--- src/rtl/tmr8_pkg.sv ---
package tmr8_pkg;

  localparam int PSC_W = 10;

  localparam logic [1:0] A_CTRL = 2'd0;
  localparam logic [1:0] A_CNT  = 2'd1;
  localparam logic [1:0] A_CMP  = 2'd2;
  localparam logic [1:0] A_FLAG = 2'd3;

  typedef enum logic [1:0] {
    MODE_FREE = 2'b00,
    MODE_DUAL = 2'b01,
    MODE_CLR  = 2'b10,
    MODE_FAST = 2'b11
  } tmode_e;

  // mode value is {bit3, bit6} of the control byte
  function automatic tmode_e mode_of(input logic b3, input logic b6);
    return tmode_e'({b3, b6});
  endfunction

  function automatic logic is_pwm(input tmode_e m);
    return (m == MODE_DUAL) || (m == MODE_FAST);
  endfunction

  // non-PWM output action
  function automatic logic act_next(input logic [1:0] act, input logic cur);
    case (act)
      2'b01:   return ~cur;
      2'b10:   return 1'b0;
      2'b11:   return 1'b1;
      default: return cur;
    endcase
  endfunction

  function automatic logic div_tick(input logic [2:0] cs, input logic [PSC_W-1:0] p);
    case (cs)
      3'd0:    return 1'b0;
      3'd1:    return 1'b1;
      3'd2:    return &p[2:0];
      3'd3:    return &p[4:0];
      3'd4:    return &p[5:0];
      3'd5:    return &p[6:0];
      3'd6:    return &p[7:0];
      default: return &p[9:0];
    endcase
  endfunction

endpackage

--- src/rtl/tmr8_prescaler.sv ---
module tmr8_prescaler
  import tmr8_pkg::*;
(
  input  logic       clk,
  input  logic       rst_n,
  input  logic [2:0] cs,
  output logic       tick
);
  logic [PSC_W-1:0] div_q;

  always_ff @(posedge clk) begin
    if (!rst_n) div_q <= '0;
    else        div_q <= div_q + 1'b1;
  end

  assign tick = div_tick(cs, div_q);
endmodule

--- src/rtl/tmr8_counter.sv ---
module tmr8_counter
  import tmr8_pkg::*;
#(
  parameter int DW = 8
) (
  input  logic          clk,
  input  logic          rst_n,
  input  logic          tick,
  input  tmode_e        mode,
  input  logic [DW-1:0] cmp,
  input  logic          cnt_wr,
  input  logic [DW-1:0] cnt_wdata,
  output logic [DW-1:0] count,
  output logic          up,
  output logic          match_evt,
  output logic          ovf_evt,
  output logic          bottom_evt
);
  localparam logic [DW-1:0] MAXV = '1;

  logic [DW-1:0] count_q, next_count;
  logic          up_q, eq, at_max, at_zero, at_turn, step;

  assign eq      = (count_q == cmp);
  assign at_max  = (count_q == MAXV);
  assign at_zero = (count_q == '0);
  assign at_turn = up_q ? at_max : at_zero;
  assign step    = tick && !cnt_wr;

  always_comb begin
    case (mode)
      MODE_CLR:  next_count = eq ? '0 : count_q + 1'b1;
      MODE_DUAL: begin
        if (up_q) next_count = at_max  ? count_q - 1'b1 : count_q + 1'b1;
        else      next_count = at_zero ? count_q + 1'b1 : count_q - 1'b1;
      end
      default:   next_count = count_q + 1'b1;
    endcase
  end

  always_ff @(posedge clk) begin
    if (!rst_n) begin
      count_q <= '0;
      up_q    <= 1'b1;
    end else begin
      if (cnt_wr)    count_q <= cnt_wdata;
      else if (tick) count_q <= next_count;
      if (mode != MODE_DUAL)  up_q <= 1'b1;
      else if (step && at_turn) up_q <= !up_q;
    end
  end

  assign match_evt  = step && eq;
  assign ovf_evt    = step && ((mode == MODE_DUAL) ? (!up_q && at_zero) : at_max);
  assign bottom_evt = step && (mode == MODE_FAST) && at_max;
  assign count      = count_q;
  assign up         = up_q;

  a_r6_clear_on_match: assert property (@(posedge clk) disable iff (!rst_n)
    step && mode == MODE_CLR && count_q == cmp |=> count_q == '0);
  a_r7_free_wrap: assert property (@(posedge clk) disable iff (!rst_n)
    step && mode == MODE_FREE && count_q == MAXV |=> count_q == '0);
  a_r10_hold_without_tick: assert property (@(posedge clk) disable iff (!rst_n)
    !tick && !cnt_wr |=> count_q == $past(count_q));
  a_r12_turn_down: assert property (@(posedge clk) disable iff (!rst_n)
    step && mode == MODE_DUAL && up_q && at_max |=> count_q == MAXV - 1'b1);
endmodule

--- src/rtl/tmr8_wave.sv ---
module tmr8_wave
  import tmr8_pkg::*;
(
  input  logic       clk,
  input  logic       rst_n,
  input  tmode_e     mode,
  input  logic [1:0] act,
  input  logic       match_evt,
  input  logic       bottom_evt,
  input  logic       up,
  input  logic       force_req,
  input  tmode_e     force_mode,
  input  logic [1:0] force_act,
  output logic       wave
);
  logic oc_q, oc_d, force_hit, pwm_on;

  assign force_hit = force_req && !is_pwm(force_mode);
  assign pwm_on    = is_pwm(mode);

  always_comb begin
    oc_d = oc_q;
    if (force_hit) begin
      oc_d = act_next(force_act, oc_q);
    end else if (!pwm_on) begin
      if (match_evt) oc_d = act_next(act, oc_q);
    end else if (act[1]) begin
      if (mode == MODE_FAST) begin
        if (bottom_evt)     oc_d = !act[0];
        else if (match_evt) oc_d = act[0];
      end else if (match_evt) begin
        oc_d = up ? act[0] : !act[0];
      end
    end
  end

  always_ff @(posedge clk) begin
    if (!rst_n) oc_q <= 1'b0;
    else        oc_q <= oc_d;
  end

  assign wave = (act != 2'b00) && !(pwm_on && act == 2'b01) && oc_q;

  a_r5_pwm_force_ignored: assert property (@(posedge clk) disable iff (!rst_n)
    force_req && is_pwm(force_mode) && !match_evt && !bottom_evt |=> $stable(oc_q));
  a_r3_force_set: assert property (@(posedge clk) disable iff (!rst_n)
    force_req && !is_pwm(force_mode) && force_act == 2'b11 |=> oc_q);
  a_r3_force_clear: assert property (@(posedge clk) disable iff (!rst_n)
    force_req && !is_pwm(force_mode) && force_act == 2'b10 |=> !oc_q);
endmodule

--- src/rtl/tmr8_forced.sv ---
module tmr8_forced
  import tmr8_pkg::*;
#(
  parameter int DW = 8
) (
  input  logic          clk,
  input  logic          rst_n,
  input  logic [1:0]    bus_addr,
  input  logic          bus_wr,
  input  logic [DW-1:0] bus_wdata,
  output logic [DW-1:0] bus_rdata,
  input  logic          irq_ack,
  output logic          irq,
  output logic          wave_out
);
  logic [6:0]    ctrl_q;
  logic [DW-1:0] cmp_q, count;
  logic          mflag_q, oflag_q;
  logic          tick, up, match_evt, ovf_evt, bottom_evt;
  logic          wr_ctrl, wr_cnt, wr_cmp, wr_flag, force_req;
  tmode_e        mode, force_mode;

  assign wr_ctrl    = bus_wr && bus_addr == A_CTRL;
  assign wr_cnt     = bus_wr && bus_addr == A_CNT;
  assign wr_cmp     = bus_wr && bus_addr == A_CMP;
  assign wr_flag    = bus_wr && bus_addr == A_FLAG;
  assign force_req  = wr_ctrl && bus_wdata[7];
  assign force_mode = mode_of(bus_wdata[3], bus_wdata[6]);
  assign mode       = mode_of(ctrl_q[3], ctrl_q[6]);

  always_ff @(posedge clk) begin
    if (!rst_n) begin
      ctrl_q  <= '0;
      cmp_q   <= '0;
      mflag_q <= 1'b0;
      oflag_q <= 1'b0;
    end else begin
      if (wr_ctrl) ctrl_q <= bus_wdata[6:0];
      if (wr_cmp)  cmp_q  <= bus_wdata;
      if (match_evt)                            mflag_q <= 1'b1;
      else if ((wr_flag && bus_wdata[0]) || irq_ack) mflag_q <= 1'b0;
      if (ovf_evt)                       oflag_q <= 1'b1;
      else if (wr_flag && bus_wdata[1])  oflag_q <= 1'b0;
    end
  end

  tmr8_prescaler u_psc (
    .clk  (clk),
    .rst_n(rst_n),
    .cs   (ctrl_q[2:0]),
    .tick (tick)
  );

  tmr8_counter #(.DW(DW)) u_cnt (
    .clk       (clk),
    .rst_n     (rst_n),
    .tick      (tick),
    .mode      (mode),
    .cmp       (cmp_q),
    .cnt_wr    (wr_cnt),
    .cnt_wdata (bus_wdata),
    .count     (count),
    .up        (up),
    .match_evt (match_evt),
    .ovf_evt   (ovf_evt),
    .bottom_evt(bottom_evt)
  );

  tmr8_wave u_wave (
    .clk       (clk),
    .rst_n     (rst_n),
    .mode      (mode),
    .act       (ctrl_q[5:4]),
    .match_evt (match_evt),
    .bottom_evt(bottom_evt),
    .up        (up),
    .force_req (force_req),
    .force_mode(force_mode),
    .force_act (bus_wdata[5:4]),
    .wave      (wave_out)
  );

  always_comb begin
    case (bus_addr)
      A_CTRL:  bus_rdata = DW'({1'b0, ctrl_q});
      A_CNT:   bus_rdata = count;
      A_CMP:   bus_rdata = cmp_q;
      default: bus_rdata = DW'({oflag_q, mflag_q});
    endcase
  end

  assign irq = mflag_q;

  a_r4_force_no_flag: assert property (@(posedge clk) disable iff (!rst_n)
    force_req && !match_evt && !mflag_q |=> !irq);
  a_r9_write_blocks_flag: assert property (@(posedge clk) disable iff (!rst_n)
    wr_cnt && !mflag_q |=> !mflag_q);
  a_r8_ack_clears: assert property (@(posedge clk) disable iff (!rst_n)
    irq_ack && !match_evt |=> !irq);
endmodule

--- config.mk ---
export PLATFORM = sky130hd
export DESIGN_NAME = tmr8_forced
export DESIGN_NICKNAME = d
export VERILOG_FILES = /design/src/rtl/tmr8_pkg.sv /design/src/rtl/tmr8_prescaler.sv /design/src/rtl/tmr8_counter.sv /design/src/rtl/tmr8_wave.sv /design/src/rtl/tmr8_forced.sv
export SDC_FILE = /design/constraint.sdc
export NUM_CORES = 1
export LEC_CHECK = 0
export BUFFER_PORTS_ARGS = -buffer_cell sky130_fd_sc_hd__clkbuf_2
export CAP_MARGIN = 15
export CORE_ASPECT_RATIO = 2
export CORE_MARGIN = 5
export CORE_UTILIZATION = 30
export CTS_BUF_LIST = sky130_fd_sc_hd__clkbuf_16
export DETAILED_ROUTE_END_ITERATION = 8
export PLACE_DENSITY_LB_ADDON = 0.2
export SLEW_MARGIN = 30
export SYNTH_ARGS = -nofsm -noshare
export SYNTH_HDL_FRONTEND = slang
export SYNTH_SLANG_ARGS = --single-unit
--- constraint.sdc ---
create_clock -name clk -period 1.95 [get_ports clk]
set_clock_uncertainty 0.1 [all_clocks]
set_input_delay 0.0975 -clock clk [delete_from_list [all_inputs] [get_ports clk]]
set_output_delay 0.0975 -clock clk [all_outputs]
set_load 0.05 [all_outputs]
---- Word level (Yosys, flattened, before mapping) ----
Index checks and enable logic that the tools add are counted.
word-level totals
  input port bits ......................... 14
  logic and storage cells ................. 109
  register bits after elaboration ......... 37
  output and inout port bits .............. 10
operators by class
  add/subtract/negate cells ............... 3
  bitwise logic cells ..................... 2
  multiplexer cells ....................... 26
  equal/unequal tests ..................... 25
  reductions and logical operators ........ 45
operator list
  cell                     count
  $mux W8                  6
  $pmux W8 S3              1
  $eq A2 B2 Y1 const B     9
  $logic_and A1 B1 Y1      18
  $pmux W8 S2              1
  $mux W1                  15
  $reduce_and A6 Y1        2
  $add A10 B1 Y10 const B  1
  $eq A2 B1 Y1 const B     5
  $reduce_and A10 Y1       1
  $eq A3 B3 Y1 const B     3
  $reduce_bool A3 Y1       3
  $add A8 B1 Y8 const B    1
  $eq A8 B8 Y1             1
  $eq A8 B8 Y1 const B     1
  $logic_not A8 Y1         1
  $reduce_and A8 Y1        1
  $reduce_bool A2 Y1       4
  $sub A8 B1 Y8 const B    1
  $pmux W1 S7              1
  $reduce_and A7 Y1        1
  $eq A3 B2 Y1 const B     2
  $pmux W1 S3              2
  $logic_not A1 Y1         5
  12 further kinds         15

---- Longest topological paths before layout ----
Gate-level depths: netlist (run 1).
  word-level depth ........................ 11
  mapped depth ............................ 10
  mapped depth without buffers ............ 9

---- Modules after synthesis ----
From an unflattened synthesis (run 1), not the netlist that was laid out.
unflattened totals
  cell total of the unflattened synthesis .. 305
  area total of the unflattened synthesis .. 2547.4 µm²
modules (own cells, without submodules)
  module          cells each  times used  seq. area each (µm²)  area each (µm²)
  tmr8_counter    138         1           180.2                 989.7
  tmr8_forced     91          1           340.3                 908.4
  tmr8_prescaler  52          1           200.2                 480.5
  tmr8_wave       24          1           20.0                  168.9

---- Least setup slack after synthesis (run 1) ----
OpenSTA, ideal clock, no wires.
  kind .................................... register -> register
  from .................................... register u_psc.div_q[0]
  to ...................................... register u_cnt.count_q[2], in the netlist u_cnt.count[2]
  stages on the path, launching flop included .. 11
  setup time .............................. 122 ps
  arrival ................................. 1917 ps
  required time ........................... 1728 ps
  period minus slack after synthesis ...... 2138 ps
  setup slack ............................. -188 ps
  buffers on the path ..................... 1
  cells stage by stage .................... dfxtp_1 ha_1 and3_1 ha_1 nand2b_1 a31oi_4 o31ai_4 buf_4 or3_1 o211ai_1 a21oi_1
on the way
  longest elaborated chain between the ends .. 3
  elaborated cells between the ends (all ways) .. 8
  those cells by class .................... mux: 1; reduce/logical: 7
RTL lines
  item                                        RTL line              RTL
  from (decl)                                 tmr8_prescaler.sv:9   logic [PSC_W-1:0] div_q;
  from (signal assigned)                      tmr8_prescaler.sv:13  else div_q <= div_q + 1'b1;
  $reduce_and A10 Y1 (tied with other cells)  tmr8_pkg.sv:45        default: return &p[9:0];
  $pmux W1 S7 (*)                             tmr8_pkg.sv:37        case (cs)
  $reduce_bool A2 Y1 (no line) (*)            n/a
  to (signal assigned)                        tmr8_counter.sv:46    if (cnt_wr) count_q <= cnt_wdata;
  to (signal assigned)                        tmr8_counter.sv:47    else if (tick) count_q <= next_count;
  to (decl)                                   tmr8_counter.sv:21    logic [DW-1:0] count_q, next_count;
Mark *: on every way between the ends. The rest lies on a longest branch, timed or not.
A chain may end at the register's enable or synchronous reset.

---- Worst setup path after layout (run 1) ----
  from .................................... register u_psc.div_q[0]
  to ...................................... register u_cnt.count_q[3], in the netlist u_cnt.count[3]
The elaborated chain is that of the path after synthesis.

==> flow_metrics.py, run 1 <==
metrics = {
    "clock_tree": {
        "clkLatencyLatePin_ps": 290,
        "cts_buffers": 5,
        "cts.sinks": 37,
        "tritoncts": "built",
        "cts_max_path_buffers": 2,
        "root_buffer": "clkbuf_16",
        "clkSlewWorstSetupHoldPaths_ps": 70,
        "htree_num_levels": 2,
        "holdBufCountCts": 0,
    },
    "global_route": {
        "grt_antenna_before_repair": 0,
        "gr-total-overflow": 0,
        "grt_pass1_vias": 2816,
        "grt_first_pass_wirelength_um": 14140,
        "grt_max_degree": 19,
        "globalRouteTotalUtil_pct": 18.12,
    },
    "worst_setup_path": {
        "crit_type": "reg -> reg",
        "path_common_cell": "ha_4",
        "start_kind": "flop",
        "endpoint_kind": "flop",
        "crit_path_start": "u_psc.div_q[0]$_SDFF_PN0_",
        "r2r_cells": 10,
        "r2r-start": "u_psc.div_q[0]$_SDFF_PN0_",
        "cp_max_fo": 7,
        "crit_family": "compound AO/OA/AOI/OAI gates",
        "worstPathRequired_ps": 2010,
        "timing.rr.end": "u_cnt.count[3]$_SDFFE_PN0P_",
        "slowest_delay_ps": 330,
        "crit_path_top_delay_cell": "dfxtp_2",
        "arrival_ps": 2200,
        "path_cells": "ha_4 > and3_4 > ha_4 > nand2b_4 > a31oi_4 > o31ai_4 > buf_6 > nor3b_4 > a32oi_1 > a31oi_1",
        "reg2reg_slack_ps": -180,
        "crit_buf_inv": 1,
    },
    "place": {
        "pre_cts_slack_ps": -250.8,
        "gp_congestion": 0.8449,
        "placed_cell_area_um2": 3219,
        "io_buffers": 23,
        "hpwlAfterDp_um": 7140,
    },
    "floorplanning": {
        "die-area_um2": 10540,
        "io-pin-count": 24,
        "die_w_um": 75.15,
        "die_h_um": 140.3,
        "initial_utilization_pct": 30.71,
        "rows": 47,
        "core_area_um2": 8292,
    },
    "synthesis": {
        "synthTopCellsByArea": "dfxtp_1 (29%), nor2_1 (6.8%), mux2i_1 (6.7%)",
        "synth_top_cell_area_share_pct": 29.09,
        "async_flop_share_pct": 0,
        "syn_avg_cell_area_um2": 8.240,
        "synthDistinctLibCells": 62,
        "yosysSeqAreaShare_pct": 29.09,
        "synth_area_um2": 2546,
        "ys_warn_count": 0,
        "syn_inst": 309,
        "synth-edff-count": 0,
        "synth_seq_cells": 37,
        "synth_largest_area_cell": "dfxtp_1",
        "syn_nets": 335,
        "synth_flop_cell": "dfxtp_1",
    },
    "job": {
        "drv_cap": 0,
    },
    "finish": {
        "drive_above_1_share_pct": 41.07,
        "nets": 417,
        "mostFrequentLayoutCells": "buf_4 (63), nor2_1 (44), dfxtp_1 (28)",
        "diodes": 0,
        "layout_commonest_cell": "buf_4",
        "final_area_um2": 3674,
        "area_delta_synth_final_pct": 44.28,
        "finish.utilization_pct": 44.30,
    },
    "power_and_ir_drop": {
        "internal_power_w": 0.001700,
        "leakagePower_nw": 1.563,
        "combPwrFrac_pct": 17.9,
        "power_w": 0.002301,
        "swShare_pct": 26.12,
        "p_per_area_nw_per_um2": 626.4,
        "seqPwrFrac_pct": 34.9,
        "switchingPower_w": 0.0006010,
        "clockPowerShare_pct": 47.1,
        "ir_drop_v": 0.0005320,
    },
    "sta": {
        "setup_tns_ps": -1343,
        "hold_violations": 0,
        "clock.fmax_mhz": 469.0,
        "rsz0062_at_grt": "yes",
        "max_slew_margin_pct": 67.14,
        "slew_violations": 0,
        "layout_min_cycle_time_ps": 2132,
        "max_slew.worst_pin.slew_ps": 492.8,
        "setup_ws_ps": -182.0,
        "finalCritPeriodShare_pct": 109.3,
        "setup_viol": 10,
    },
    "hold_path": {
        "worstHoldStart": "bus_wdata[0]",
        "hp-class": "in -> reg",
        "hold_end": "u_cnt.count[0]$_SDFFE_PN0P_",
        "whs_path_depth": 3,
    },
    "detailed_routing": {
        "drtIter0Drc": 98,
        "vias": 2568,
        "ant_nets": 0,
        "first_pass_iters": 4,
        "wl_per_cell_um": 18.48,
        "wl_um": 9057,
        "drc": 0,
        "vias_per_cell": 5.241,
    },
    "outcome": {
        "outcome": "complete, but fails checks",
        "violations": "negative setup slack",
    },
}
==> logic make-up after synthesis <==
| group | Yosys count | share of synthesized area (%) |
|---|---|---|
| AO/OA/AOI/OAI | 60 | 17.74 |
| XOR/XNOR | 20 | 6.880 |
| adder cells (fa/ha/maj) | 12 | 5.897 |
| buffers and inverters | 27 | 4.766 |
| flip-flops | 37 | 29.09 |
| multiplexers | 19 | 8.452 |
| AND/OR/NAND/NOR | 134 | 27.17 |
==> registers in the layout, indices dropped and copies added, names as in the netlist <==
register and flops:
cmp_q 8, ctrl_q 7, irq 1, oflag_q 1, u_cnt.count 8, u_cnt.up 1, u_psc.div_q 10, u_wave.oc_q 1
==> synth_stat cells (3+ instances only) <==
library cell and instances:
a21oi_1 9, buf_4 3, ha_1 12, or3_1 4, and2_1 7, a31oi_1 4
xor2_1 15, nor2b_1 3, xnor2_1 5, dfxtp_1 37, o21ai_0 19, nor4_1 3
inv_1 7, nand2_1 28, buf_2 7, nand3_1 12, clkbuf_1 6, mux2i_1 17
nand3b_1 4, o21a_1 4, nor2_1 46, buf_1 3, nand4_1 4, nor3_1 5
==> through the flow <==
stage | hold slack (ps) | instances
floorplan | 136.1 | 309
global placement | 312.4 | 475
detailed placement | 322.1 | 475
CTS | 21.06 | 490
global route | 44.53 | 490
finish | 26.86 | 490
==> how the worst max path moves through the flow <==
stage	slack [ps]	cells past startpoint	to
after floorplan	-40	10	u_cnt.count[2]$_SDFFE_PN0P_
after global placement	-260	8	u_cnt.count[0]$_SDFFE_PN0P_
after detailed placement	-250	10	u_cnt.count[3]$_SDFFE_PN0P_
after CTS	-210	10	u_cnt.count[6]$_SDFFE_PN0P_
after global routing	-260	10	u_cnt.count[6]$_SDFFE_PN0P_
final	-180	10	u_cnt.count[3]$_SDFFE_PN0P_
==> worst reg2reg max path, cell delays in order, from the launching register on <==
cell	delay, ps
dfxtp_2	330
ha_4	160
and3_4	160
ha_4	150
nand2b_4	130
a31oi_4	210
o31ai_4	130
buf_6	160
nor3b_4	150
a32oi_1	230
a31oi_1	110
==> cell type report <==
| class | instances | area (µm²) |
|---|---|---|
| Clock buffer | 5 | 125.1 |
| Clock inverter | 3 | 68.82 |
| Fill cell | 818 | 4618 |
| Inverter | 8 | 32.53 |
| Multi-Input combinational cell | 245 | 1883 |
| Sequential cell | 37 | 754.5 |
| Tap cell | 98 | 122.6 |
| Timing Repair Buffer | 94 | 686.9 |
==> power groups by stage <==
stage	logic, W	clock network (W)	registers [W]
finish	0.000412	0.00108	0.000804
floorplan	0.000202	0	0.000812
global placement	0.000367	0	0.000816
detailed placement	0.000368	0	0.000817
CTS	0.000391	0.00111	0.000803
global route	0.000442	0.00114	0.000807
==> what timing repair did <==
action	CTS	global route
resized for setup	29	27
pin swaps	17	22
buffers inserted	8	3
setup endpoints to repair	12	13
gates cloned	0	0
==> layer usage <==
metal	global-route usage [%]	routed length, µm	vias to the layer above
li1	-	-	1252
met1	16.24	2980	1214
met2	33.62	5219	63
met3	2.869	252	39
met4	13.73	604	0
met5	0	0	-
Power figures use the tool's default switching activity.
==> run 2: changes to the inputs <==
Settings changed: PLACE_DENSITY_LB_ADDON 0.2 to default.
==> flow_metrics.py, run 2 (synthesized netlist as in run 1, its figures left out) <==
metrics = {
    "outcome": {
        "outcome": "complete, but fails checks",
        "violations": "negative setup slack",
    },
    "place": {
        "hpwlAfterDp_um": 7264,
        "post-place-cells": 480,
        "pre_cts_slack_ps": -405.5,
        "gp_congestion": 0.9778,
        "io_buffers": 23,
    },
    "worst_setup_path": {
        "crit_path_top_delay_cell": "dfxtp_2",
        "cp-endpoint": "u_cnt.count[2]$_SDFFE_PN0P_",
        "reg2reg_slack_ps": -150,
        "crit_type": "reg -> reg",
        "arrival_ps": 2180,
        "r2r-start": "u_psc.div_q[0]$_SDFF_PN0_",
        "crit_path_start": "u_psc.div_q[0]$_SDFF_PN0_",
        "endpoint_kind": "flop",
        "start_kind": "flop",
        "worstPathRequired_ps": 2030,
        "r2r_cells": 10,
        "path_cells": "ha_4 > and3_4 > ha_4 > nand2b_4 > a31oi_4 > o31ai_4 > buf_6 > or3_1 > o211ai_1 > a21oi_1",
        "path_common_cell": "ha_4",
        "slowest_delay_ps": 330,
        "cp_max_fo": 5,
        "timing.rr.end": "u_cnt.count[2]$_SDFFE_PN0P_",
    },
    "power_and_ir_drop": {
        "seqPwrFrac_pct": 34.6,
        "internal_power_w": 0.001703,
        "switchingPower_w": 0.0006171,
        "swShare_pct": 26.60,
        "p_per_area_nw_per_um2": 610.7,
        "leakagePower_nw": 1.597,
        "combPwrFrac_pct": 18.5,
        "ir_drop_v": 0.0004088,
        "clockPowerShare_pct": 46.9,
    },
    "finish": {
        "nets": 424,
        "largest_register": "u_psc.div_q",
        "fillerInstances": 798,
        "largest_reg_flops": 10,
        "area_delta_synth_final_pct": 49.19,
        "layout_commonest_cell": "buf_4",
        "mostFrequentLayoutCells": "buf_4 (68), nor2_1 (43), dfxtp_1 (32)",
        "drive_above_1_share_pct": 43.36,
        "stdcell_count": 497,
        "diodes": 0,
    },
    "clock_tree": {
        "holdBufCountCts": 0,
        "cts_buffers": 5,
        "htree_num_levels": 2,
        "tritoncts": "built",
        "clkLatencyLatePin_ps": 290,
        "clkSlewWorstSetupHoldPaths_ps": 70,
        "cts_max_path_buffers": 2,
        "root_buffer": "clkbuf_16",
        "cts.sinks": 37,
    },
    "global_route": {
        "gr-total-overflow": 0,
        "grt_pass1_vias": 2799,
        "grt_first_pass_wirelength_um": 15260,
        "grt_antenna_before_repair": 0,
        "grt_max_degree": 16,
        "globalRouteTotalUtil_pct": 19.62,
    },
    "job": {
        "drv_cap": 0,
    },
    "detailed_routing": {
        "drc": 0,
        "vias": 2718,
        "wl_per_cell_um": 19.80,
        "vias_per_cell": 5.469,
        "drtIter0Drc": 207,
        "first_pass_iters": 4,
        "ant_nets": 0,
        "wl_um": 9841,
    },
    "sta": {
        "max_slew.worst_pin.slew_ps": 628.9,
        "slew_violations": 0,
        "rsz0062_at_grt": "yes",
        "setup_ws_ps": -149.5,
        "clock.fmax_mhz": 476.3,
        "setup_viol": 10,
        "max_slew_margin_pct": 57.95,
        "layout_min_cycle_time_ps": 2099,
        "finalCritPeriodShare_pct": 107.7,
        "hold_violations": 0,
    },
    "hold_path": {
        "hp-class": "in -> reg",
    },
    "floorplanning": {
        "die_h_um": 140.3,
        "core_area_um2": 8292,
        "die-area_um2": 10540,
        "die_w_um": 75.15,
        "rows": 47,
        "io-pin-count": 24,
        "initial_utilization_pct": 30.71,
    },
}
[run 2: worst min path at each step]
| stage | start | endpoint | depth (start not counted) |
|---|---|---|---|
| final | bus_wdata[0] | cmp_q[0]$_SDFFE_PN0P_ | 3 |
| after detailed placement | bus_wdata[0] | u_cnt.count[0]$_SDFFE_PN0P_ | 3 |
| after floorplan | bus_wdata[6] | ctrl_q[6]$_SDFFE_PN0P_ | 2 |
| after global placement | bus_wdata[0] | u_cnt.count[0]$_SDFFE_PN0P_ | 3 |
| after global routing | bus_wdata[0] | ctrl_q[0]$_SDFFE_PN0P_ | 3 |
| after CTS | bus_wdata[0] | u_cnt.count[0]$_SDFFE_PN0P_ | 3 |
[run 2: power by group through the flow]
stage          Clock [W]  Combinational (W)  Sequential, W
4_1_cts          0.00111           0.000398       0.000802
5_1_grt          0.00113           0.000462       0.000804
3_3_place_gp           0           0.000367       0.000813
6_report         0.00109           0.000430       0.000802
2_1_floorplan          0           0.000202       0.000812
3_5_place_dp           0           0.000368       0.000814
[run 2: cell type report]
type | instances | area (µm²) | area share [%]
Clock inverter | 3 | 68.82 | 1.812
Tap cell | 98 | 122.6 | 3.228
Timing Repair Buffer | 100 | 726.9 | 19.14
Inverter | 8 | 30.03 | 0.7905
Multi-Input combinational cell | 246 | 1973 | 51.94
Sequential cell | 37 | 752.0 | 19.80
Clock buffer | 5 | 125.1 | 3.294
[run 2: worst max-delay path, delay by kind of cell (launching register included)]
family                   cells  cell delay (ps)
AND/OR/NAND/NOR              3              600
AO/OA/AOI/OAI                4              490
flip-flops                   1              330
adder cells (fa/ha/maj)      2              320
buffers and inverters        1              150
[run 2: timing repair]
item / in CTS / in global routing
buffers inserted: 7 / 0
resized for setup: 30 / 34
endpoints found under the setup margin: 12 / 13
pin swaps: 16 / 14
gates cloned: 1 / 1
[run 2: routing by layer]
metal / wire length, µm / up-vias / global-route usage (%)
li1: - / 1269 / -
met1: 3115 / 1318 / 18.78
met2: 5654 / 91 / 36.84
met3: 400 / 40 / 3.085
met4: 670 / 0 / 11.52
met5: 0 / - / 0
[run 2: stage by stage]
step	TNS (ps)	instance area, µm²	util (%)	hold slack, ps	total power (W)
after global routing	-1724	3799	45.81	31.78	0.002399
after CTS	-915.9	3637	43.87	4.003	0.002308
after global placement	-1740	3244	39.13	296.6	0.001181
final	-819.9	3799	45.81	15.78	0.002320
after floorplan	-52.38	2587	-	136.1	0.001013
after detailed placement	-2243	3244	39.13	293.7	0.001182
